File: config.mk
export PLATFORM = sky130hd
export DESIGN_NAME = smbusByteSlave
export DESIGN_NICKNAME = d
export VERILOG_FILES = /design/src/rtl/smbusSlvPkg.sv /design/src/rtl/smbusLineSync.sv /design/src/rtl/smbusSlvControl.sv /design/src/rtl/smbusSlvDatapath.sv /design/src/rtl/smbusByteSlave.sv
export SDC_FILE = /design/constraint.sdc
export NUM_CORES = 1
export LEC_CHECK = 0
export BUFFER_PORTS_ARGS = -buffer_cell sky130_fd_sc_hd__clkbuf_2
export CAP_MARGIN = 20
export CORE_MARGIN = 2
export CORE_UTILIZATION = 60
export CTS_BUF_LIST = sky130_fd_sc_hd__clkbuf_8
export CTS_CLUSTER_DIAMETER = 120
export DETAILED_ROUTE_END_ITERATION = 12
export GPL_TIMING_DRIVEN = 0
export PLACE_DENSITY = 0.86
export SETUP_SLACK_MARGIN = 0.15
export SKIP_CTS_REPAIR_TIMING = 1
export SLEW_MARGIN = 20
export SYNTH_ARGS = -nofsm -noshare
export SYNTH_HDL_FRONTEND = slang
export SYNTH_SLANG_ARGS = --single-unit
File: constraint.sdc
create_clock -name clk -period 5.3 [get_ports clk]
set_input_delay 0.53 -clock clk [delete_from_list [all_inputs] [get_ports clk]]
set_output_delay 0.53 -clock clk [all_outputs]
set_load 0.02 [all_outputs]
File: src/rtl/smbusSlvPkg.sv
package smbusSlvPkg;

  localparam int BYTE_W = 8;
  localparam int CNT_W  = $clog2(BYTE_W + 1);

  typedef enum logic [3:0] {
    ST_IDLE,
    ST_ADDR,
    ST_ADDR_ACK,
    ST_RD_ACK,
    ST_CMD,
    ST_CMD_ACK,
    ST_DATA,
    ST_DATA_ACK,
    ST_TX,
    ST_SKIP
  } slvState_t;

  // Bus events from the line synchroniser
  typedef struct packed {
    logic sclRise;
    logic sclFall;
    logic startSeen;
    logic stopSeen;
  } busEvt_t;

  // Strobes from the control to the datapath
  typedef struct packed {
    logic cntClr;
    logic bitTick;
    logic ptrLoad;
    logic wrStrobe;
    logic rdStrobe;
    logic ackDrive;
    logic sdaFree;
    logic txFirst;
    logic txNext;
  } dpCtrl_t;

endpackage

File: src/rtl/smbusLineSync.sv
module smbusLineSync
  import smbusSlvPkg::*;
#(
  parameter int SYNC_STAGES = 2
) (
  input  logic    clk,
  input  logic    rstN,
  input  logic    sclIn,
  input  logic    sdaIn,
  output busEvt_t evt,
  output logic    sclLevel,
  output logic    sdaLevel
);

  logic [SYNC_STAGES-1:0] sclChain;
  logic [SYNC_STAGES-1:0] sdaChain;
  logic sclPrev;
  logic sdaPrev;

  always_ff @(posedge clk or negedge rstN) begin
    if (!rstN) begin
      sclChain <= '1;
      sdaChain <= '1;
      sclPrev  <= 1'b1;
      sdaPrev  <= 1'b1;
    end else begin
      sclChain[0] <= sclIn;
      sdaChain[0] <= sdaIn;
      for (int i = 1; i < SYNC_STAGES; i++) begin
        sclChain[i] <= sclChain[i-1];
        sdaChain[i] <= sdaChain[i-1];
      end
      sclPrev <= sclChain[SYNC_STAGES-1];
      sdaPrev <= sdaChain[SYNC_STAGES-1];
    end
  end

  assign sclLevel = sclChain[SYNC_STAGES-1];
  assign sdaLevel = sdaChain[SYNC_STAGES-1];

  always_comb begin
    evt.sclRise   = sclLevel & ~sclPrev;
    evt.sclFall   = ~sclLevel & sclPrev;
    evt.startSeen = sclLevel & sclPrev & sdaPrev & ~sdaLevel;
    evt.stopSeen  = sclLevel & sclPrev & ~sdaPrev & sdaLevel;
  end

endmodule

File: src/rtl/smbusSlvControl.sv
module smbusSlvControl
  import smbusSlvPkg::*;
#(
  parameter logic [6:0] SLAVE_ADDR = 7'h3A
) (
  input  logic              clk,
  input  logic              rstN,
  input  busEvt_t           evt,
  input  logic [BYTE_W-1:0] rxByte,
  input  logic [CNT_W-1:0]  bitCnt,
  output dpCtrl_t           ctl
);

  localparam logic [CNT_W-1:0] FULL_CNT = CNT_W'(BYTE_W);

  slvState_t state, stateNext;
  logic byteDone;
  logic bitRoom;

  assign byteDone = evt.sclFall && (bitCnt == FULL_CNT);
  assign bitRoom  = evt.sclRise && (bitCnt != FULL_CNT);

  always_ff @(posedge clk or negedge rstN) begin
    if (!rstN) state <= ST_IDLE;
    else       state <= stateNext;
  end

  always_comb begin
    stateNext = state;
    ctl       = '0;
    if (evt.stopSeen) begin
      stateNext   = ST_IDLE;
      ctl.sdaFree = 1'b1;
    end else if (evt.startSeen) begin
      stateNext   = ST_ADDR;
      ctl.cntClr  = 1'b1;
      ctl.sdaFree = 1'b1;
    end else begin
      unique case (state)
        ST_ADDR: begin
          ctl.bitTick = bitRoom;
          if (byteDone) begin
            if (rxByte[BYTE_W-1:1] == SLAVE_ADDR) begin
              ctl.ackDrive = 1'b1;
              if (rxByte[0]) begin
                ctl.rdStrobe = 1'b1;
                stateNext    = ST_RD_ACK;
              end else begin
                stateNext = ST_ADDR_ACK;
              end
            end else begin
              stateNext = ST_SKIP;
            end
          end
        end
        ST_CMD: begin
          ctl.bitTick = bitRoom;
          if (byteDone) begin
            ctl.ackDrive = 1'b1;
            ctl.ptrLoad  = 1'b1;
            stateNext    = ST_CMD_ACK;
          end
        end
        ST_DATA: begin
          ctl.bitTick = bitRoom;
          if (byteDone) begin
            ctl.ackDrive = 1'b1;
            ctl.wrStrobe = 1'b1;
            stateNext    = ST_DATA_ACK;
          end
        end
        ST_ADDR_ACK: begin
          if (evt.sclFall) begin
            ctl.sdaFree = 1'b1;
            ctl.cntClr  = 1'b1;
            stateNext   = ST_CMD;
          end
        end
        ST_CMD_ACK: begin
          if (evt.sclFall) begin
            ctl.sdaFree = 1'b1;
            ctl.cntClr  = 1'b1;
            stateNext   = ST_DATA;
          end
        end
        ST_DATA_ACK: begin
          if (evt.sclFall) begin
            ctl.sdaFree = 1'b1;
            stateNext   = ST_SKIP;
          end
        end
        ST_RD_ACK: begin
          if (evt.sclFall) begin
            ctl.txFirst = 1'b1;
            ctl.cntClr  = 1'b1;
            stateNext   = ST_TX;
          end
        end
        ST_TX: begin
          ctl.bitTick = bitRoom;
          if (evt.sclFall) begin
            if (bitCnt == FULL_CNT) begin
              ctl.sdaFree = 1'b1;
              stateNext   = ST_SKIP;
            end else begin
              ctl.txNext = 1'b1;
            end
          end
        end
        default: ;
      endcase
    end
  end

endmodule

File: src/rtl/smbusSlvDatapath.sv
module smbusSlvDatapath
  import smbusSlvPkg::*;
(
  input  logic              clk,
  input  logic              rstN,
  input  dpCtrl_t           ctl,
  input  logic              sdaBit,
  input  logic [BYTE_W-1:0] regRdData,
  output logic [BYTE_W-1:0] rxByte,
  output logic [CNT_W-1:0]  bitCnt,
  output logic [BYTE_W-1:0] regAddr,
  output logic [BYTE_W-1:0] regWrData,
  output logic              regWrEn,
  output logic              regRdEn,
  output logic              sdaDriveLow
);

  logic [BYTE_W-1:0] rxShift;
  logic [BYTE_W-1:0] txShift;
  logic [BYTE_W-1:0] regPtr;
  logic              rdPend;

  always_ff @(posedge clk or negedge rstN) begin
    if (!rstN) begin
      rxShift     <= '0;
      txShift     <= '0;
      regPtr      <= '0;
      regWrData   <= '0;
      regWrEn     <= 1'b0;
      regRdEn     <= 1'b0;
      rdPend      <= 1'b0;
      bitCnt      <= '0;
      sdaDriveLow <= 1'b0;
    end else begin
      regWrEn <= ctl.wrStrobe;
      regRdEn <= ctl.rdStrobe;
      rdPend  <= regRdEn;

      if (ctl.cntClr) begin
        bitCnt <= '0;
      end else if (ctl.bitTick) begin
        bitCnt  <= bitCnt + 1'b1;
        rxShift <= {rxShift[BYTE_W-2:0], sdaBit};
      end

      if (ctl.ptrLoad)  regPtr    <= rxShift;
      if (ctl.wrStrobe) regWrData <= rxShift;

      if (rdPend)          txShift <= regRdData;
      else if (ctl.txNext) txShift <= {txShift[BYTE_W-2:0], 1'b0};

      if (ctl.sdaFree)       sdaDriveLow <= 1'b0;
      else if (ctl.ackDrive) sdaDriveLow <= 1'b1;
      else if (ctl.txFirst)  sdaDriveLow <= ~txShift[BYTE_W-1];
      else if (ctl.txNext)   sdaDriveLow <= ~txShift[BYTE_W-2];
    end
  end

  assign rxByte  = rxShift;
  assign regAddr = regPtr;

endmodule

File: src/rtl/smbusByteSlave.sv
module smbusByteSlave
  import smbusSlvPkg::*;
#(
  parameter logic [6:0] SLAVE_ADDR  = 7'h3A,
  parameter int         SYNC_STAGES = 2
) (
  input  logic       clk,
  input  logic       rstN,
  input  logic       sclIn,
  input  logic       sdaIn,
  output logic       sdaDriveLow,
  output logic [7:0] regAddr,
  output logic [7:0] regWrData,
  output logic       regWrEn,
  output logic       regRdEn,
  input  logic [7:0] regRdData
);

  busEvt_t           busEvt;
  dpCtrl_t           dpCtl;
  logic              sclLevel;
  logic              sdaLevel;
  logic [BYTE_W-1:0] rxByte;
  logic [CNT_W-1:0]  bitCnt;

  smbusLineSync #(.SYNC_STAGES(SYNC_STAGES)) lineSync (
    .clk(clk), .rstN(rstN), .sclIn(sclIn), .sdaIn(sdaIn),
    .evt(busEvt), .sclLevel(sclLevel), .sdaLevel(sdaLevel)
  );

  smbusSlvControl #(.SLAVE_ADDR(SLAVE_ADDR)) control (
    .clk(clk), .rstN(rstN), .evt(busEvt),
    .rxByte(rxByte), .bitCnt(bitCnt), .ctl(dpCtl)
  );

  smbusSlvDatapath datapath (
    .clk(clk), .rstN(rstN), .ctl(dpCtl), .sdaBit(sdaLevel),
    .regRdData(regRdData), .rxByte(rxByte), .bitCnt(bitCnt),
    .regAddr(regAddr), .regWrData(regWrData), .regWrEn(regWrEn),
    .regRdEn(regRdEn), .sdaDriveLow(sdaDriveLow)
  );

endmodule

# Word-level counts from Yosys, hierarchy flattened
# Cells that the tools add are included.
# op_classes
muxes	47
addsub	1
n_eq_ne	20
reduce_logical	12
bitwise_logic	14
# op_table
cell	count
4-bit two-way mux	14
4-bit by 3-bit inequality test with 1-bit output, second input constant	9
4-bit one-hot mux with 8 select lines	1
1-bit two-way mux	22
4-bit by 3-bit equality test with 1-bit output, second input constant	4
8-bit two-way mux	2
10-bit AND reduction	1
10-bit nonzero test	1
4-bit by 2-bit equality test with 1-bit output, second input constant	2
4-bit equality test, second input constant	2
2-bit two-way mux	4
1-bit bitwise AND	7
7-bit by 6-bit equality test with 1-bit output, second input constant	1
1-bit NOT	7
6-bit two-way mux	1
3-bit OR reduction	2
5-bit two-way mux	1
4-bit by 1-bit adder with 4-bit output, second input constant	1
4-bit by 1-bit equality test with 1-bit output, second input constant	1
4-bit inequality test, second input constant	1
1-bit one-hot mux with 2 select lines	2
2-bit nonzero test	2
4-bit nonzero test	1
4-bit OR reduction	1
other kinds (3)	4
# totals
reg_bits	50

# Longest topological paths before layout
# depth
word_depth	10
ltp_mapped	7
mapped_depth_nobuf	7

# Cells and area by module
# Synthesis repeated with hierarchy kept, for this count alone.
# unflattened
cells_unflattened	194
hier_area_um2	2344.7
# modules_own_cells
module	n_inst	area_per_inst_um2	seq_area_each_um2	cells_each
smbusSlvDatapath	1	1625.3	1001.0	112
smbusSlvControl	1	529.3	100.1	72
smbusLineSync	1	190.2	157.7	10

# Worst setup path after synthesis
# OpenSTA, ideal clock, no wires.
# synth_path
kind	reg2reg
startpoint	register datapath.bitCnt[0]
endpoint	register datapath.regPtr[6] (netlist: datapath.regAddr[6])
setup_slack_ns	3.357
path_stages_with_launch	7
t_arrival_ns	1.818
required_time_ns	5.175
setup_ns	0.125
path_buffers	0
path_cell_list	dfrtp_1 inv_1 ha_1 nand3b_1 nand2b_1 nor3_4 mux2_2
# synth_via
elab_chain_len	6
# synth_lines
element	line_no	text
from (decl)	smbusSlvDatapath.sv:10	output logic [CNT_W-1:0] bitCnt,
from (signal assigned)	smbusSlvDatapath.sv:42	bitCnt <= bitCnt + 1'b1;
4-bit equality test	smbusSlvControl.sv:20	assign byteDone = evt.sclFall && (bitCnt == FULL_CNT);
1-bit logical AND	smbusSlvControl.sv:20	
1-bit two-way mux	smbusSlvControl.sv:58	if (byteDone) begin
1-bit two-way mux	smbusSlvControl.sv:39	unique case (state)
5-bit two-way mux	smbusSlvControl.sv:34	end else if (evt.startSeen) begin
6-bit two-way mux	smbusSlvControl.sv:31	if (evt.stopSeen) begin
to (signal assigned)	smbusSlvDatapath.sv:46	if (ctl.ptrLoad) regPtr <= rxShift;
to (decl)	smbusSlvDatapath.sv:20	logic [BYTE_W-1:0] regPtr;
# Every way passes these cells.
# A chain may end at the register's enable or synchronous reset.

# Worst setup path after layout
# layout_path
startpoint	register datapath.bitCnt[0]
endpoint	register datapath.regWrData[2]
# layout_via
elab_chain_len	6
# layout_lines
element	line_no	text
4-bit equality test	smbusSlvControl.sv:20	
1-bit logical AND	smbusSlvControl.sv:20	
1-bit two-way mux	smbusSlvControl.sv:66	if (byteDone) begin
1-bit two-way mux	smbusSlvControl.sv:39	
5-bit two-way mux	smbusSlvControl.sv:34	
6-bit two-way mux	smbusSlvControl.sv:31	
to (signal assigned)	smbusSlvDatapath.sv:47	if (ctl.wrStrobe) regWrData <= rxShift;
to (decl)	smbusSlvDatapath.sv:12	output logic [BYTE_W-1:0] regWrData,
# Every way passes these cells.

==> run metrics <==
global-route usage over all layers=0.223; Peak supply drop=0.250 mV; worst setup margin=3.01 ns; drt via density=5.77; num ports=31; dpl ws=about 3 ns; Max Cap Viol=0; initial core utilization=0.635; antenna violations before repair=0; Post-synth ARST share=1.00; critical path startpoint category=register; die area=0.00445 mm²; Final min period=2.29 ns; TNS Setup=0 ns; slew margin rel.=0.564; Die Wd=66.7 µm; f_max=approximately 440 MHz; Clk pin slew, worst setup/hold paths=0.10 ns; GPL Wtd Cong=0.879; Crit path arrival time=2.47 ns; dpl hpwl=between 3000 and 4000 µm; Main synth FF type=dfrtp_1; Row Count=22; layout cell share with drive strength beyond 1=0.283; Critical Path RT=around 5.5 ns; RSZ-0062 raised after global routing=no; GR Overflow Total=0; final hold vios=0; vias in the first global route=1522; clk root buf=clkbuf_8; Clock Path Buffers=2; drc violations=0; FF+latch count, synth=50; CTS tree=done; Placed Cells=280; Final setup viols=0; Setup crit end kind=register; Mapped Nets=216; critical path peak fanout=9; synthesis warning total=0; commonest non-fill, non-tap cells in the layout=dfrtp_1 (44), clkbuf_2 (29), nand2_1 (17); critical path, cell by cell=inv_1, ha_1, nand3b_1, nand2b_1, nor2_1, nand2_1, mux2_1; # nets final=253; ANT nets after route=0; Post-synth EDFFs=0; pin count of the biggest net entering global routing=51; die height=between 60 and 70 µm; syn_area_per_cell=between 10 and 15 µm²; first-pass GRT wire length=~7400 µm; pwr dens=approximately 380 mW/mm²; Total Routed Length=approximately 4500 µm; CTS Buf Count=5; clock skew=around 0.011 ns; fill count=276; static leakage=0.00128 µW; Worst Hold Class=in -> async; initial DRC count=160; Clock Latency Late Sink=0.30 ns; core area=0.00372 mm²; final hold slack=0.272 ns; wire per inst=15.5 µm; synthesized cell area=~0.0024 mm²; Port Buf Inserts=30; final antenna diode count=0; clock sinks=50; post-route non-filler standard cell count=288; Final Cycle Share=0.431; leading cell type in the layout, fill and taps excluded=dfrtp_1; crit path max-delay cell type=mux2_1; area grow syn2layout=14.0%; register area share after synthesis=0.533; status=complete, no violations; drt first pass iters=4; DR vias=1663; Critical Path Max Stage Delay=between 0.4 and 0.5 ns; Synth Instances=202; Cell variety after synth=51; max-slew violations=0; worst slew pin tran=0.654 ns; H-tree depth=2; CP Class=reg -> reg
## layer usage
layer / GRT usage / routed length (µm) / vias to the layer above
met2: 0.371 / 2190 / 36
met5: 0 / 0 / -
li1: - / - / 802
met3: 0.0507 / 180 / 7
met1: 0.298 / 2040 / 818
met4: 0.0561 / 51 / 0
## path summary, 6_finish.rpt
kind                                           startpoint                                 to  slack [ns]  cells after the start
setup reg to reg           datapath.bitCnt[0]$_DFFE_PN0P_  datapath.regWrData[2]$_DFFE_PN0P_        3.01                      7
hold reg to reg            lineSync.sdaChain[0]$_DFF_PN1_     lineSync.sdaChain[1]$_DFF_PN1_        0.36                      0
min in group clk                                    sclIn     lineSync.sclChain[0]$_DFF_PN1_        0.31                      1
setup / recovery           datapath.bitCnt[0]$_DFFE_PN0P_  datapath.regWrData[2]$_DFFE_PN0P_        3.01                      7
max in group asynchronous                            rstN    datapath.txShift[0]$_DFFE_PN0P_        4.59                      1
hold / removal                                       rstN  datapath.regWrData[3]$_DFFE_PN0P_        0.27                      1
## power by group
group	internal (µW)	switching [µW]
sequential	454	61.6
clock	144	133
combinational	113	129
## sequential cells by signal, indices dropped and copies added (netlist names)
register / cells
lineSync.sdaChain: 2
datapath.txShift: 8
datapath.sdaDriveLow: 1
datapath.rdPend: 1
datapath.regWrData: 8
datapath.regWrEn: 1
lineSync.sdaPrev: 1
datapath.rxByte: 8
datapath.bitCnt: 4
lineSync.sclPrev: 1
datapath.regAddr: 8
control.state: 4
lineSync.sclChain: 2
datapath.regRdEn: 1
## metrics by stage
step                      power (µW)   util  cell area [µm²]
final                           1030  0.724             2690
after CTS                       1040  0.724             2690
after global routing            1090  0.724             2690
after detailed placement         761  0.692             2570
after global placement           747  0.692             2570
after floorplan                  691      -             2360
## synthesized netlist by cell type (3+ instances only)
cell | number | share of area
nand3_1 | 8 | 0.017
buf_4 | 3 | 0.0095
mux2i_1 | 6 | 0.025
o21ai_1 | 3 | 0.0064
nand2b_1 | 8 | 0.021
mux2_1 | 14 | 0.067
inv_1 | 10 | 0.016
dfstp_2 | 6 | 0.067
a21oi_1 | 9 | 0.019
mux2_2 | 11 | 0.052
nor2_1 | 7 | 0.011
o21ai_0 | 10 | 0.021
dfrtp_1 | 44 | 0.47
nand2_1 | 17 | 0.027
## layout make-up
class / count / area, µm² / area share
buffer: 9 / 53.8 / 0.0200
clock buffer: 5 / 68.8 / 0.0256
clock inverter: 3 / 48.8 / 0.0181
inverter: 11 / 41.3 / 0.0153
multi-input combinational: 132 / 1010 / 0.374
sequential: 50 / 1260 / 0.468
tap: 48 / 60.1 / 0.0223
timing repair buffer: 30 / 153 / 0.0567
## worst max-delay path, delay by kind of cell, from the launching register on
kind                       cells  cell delay [ns]
muxes                          1             0.43
DFF                            1             0.42
adders and majority gates      1             0.15
buffers and inverters          1             0.08
and+or+nand+nor                4             1.11
## logic make-up after synthesis
group / after synthesis / synth area share
adder cells (fa/ha/maj): 2 / 0.0106
AND/OR/NAND/NOR: 55 / 0.138
buffers and inverters: 20 / 0.0403
flip-flops: 50 / 0.533
AO/OA/AOI/OAI: 44 / 0.133
multiplexers: 31 / 0.145
(Power assumes the default switching activity.)
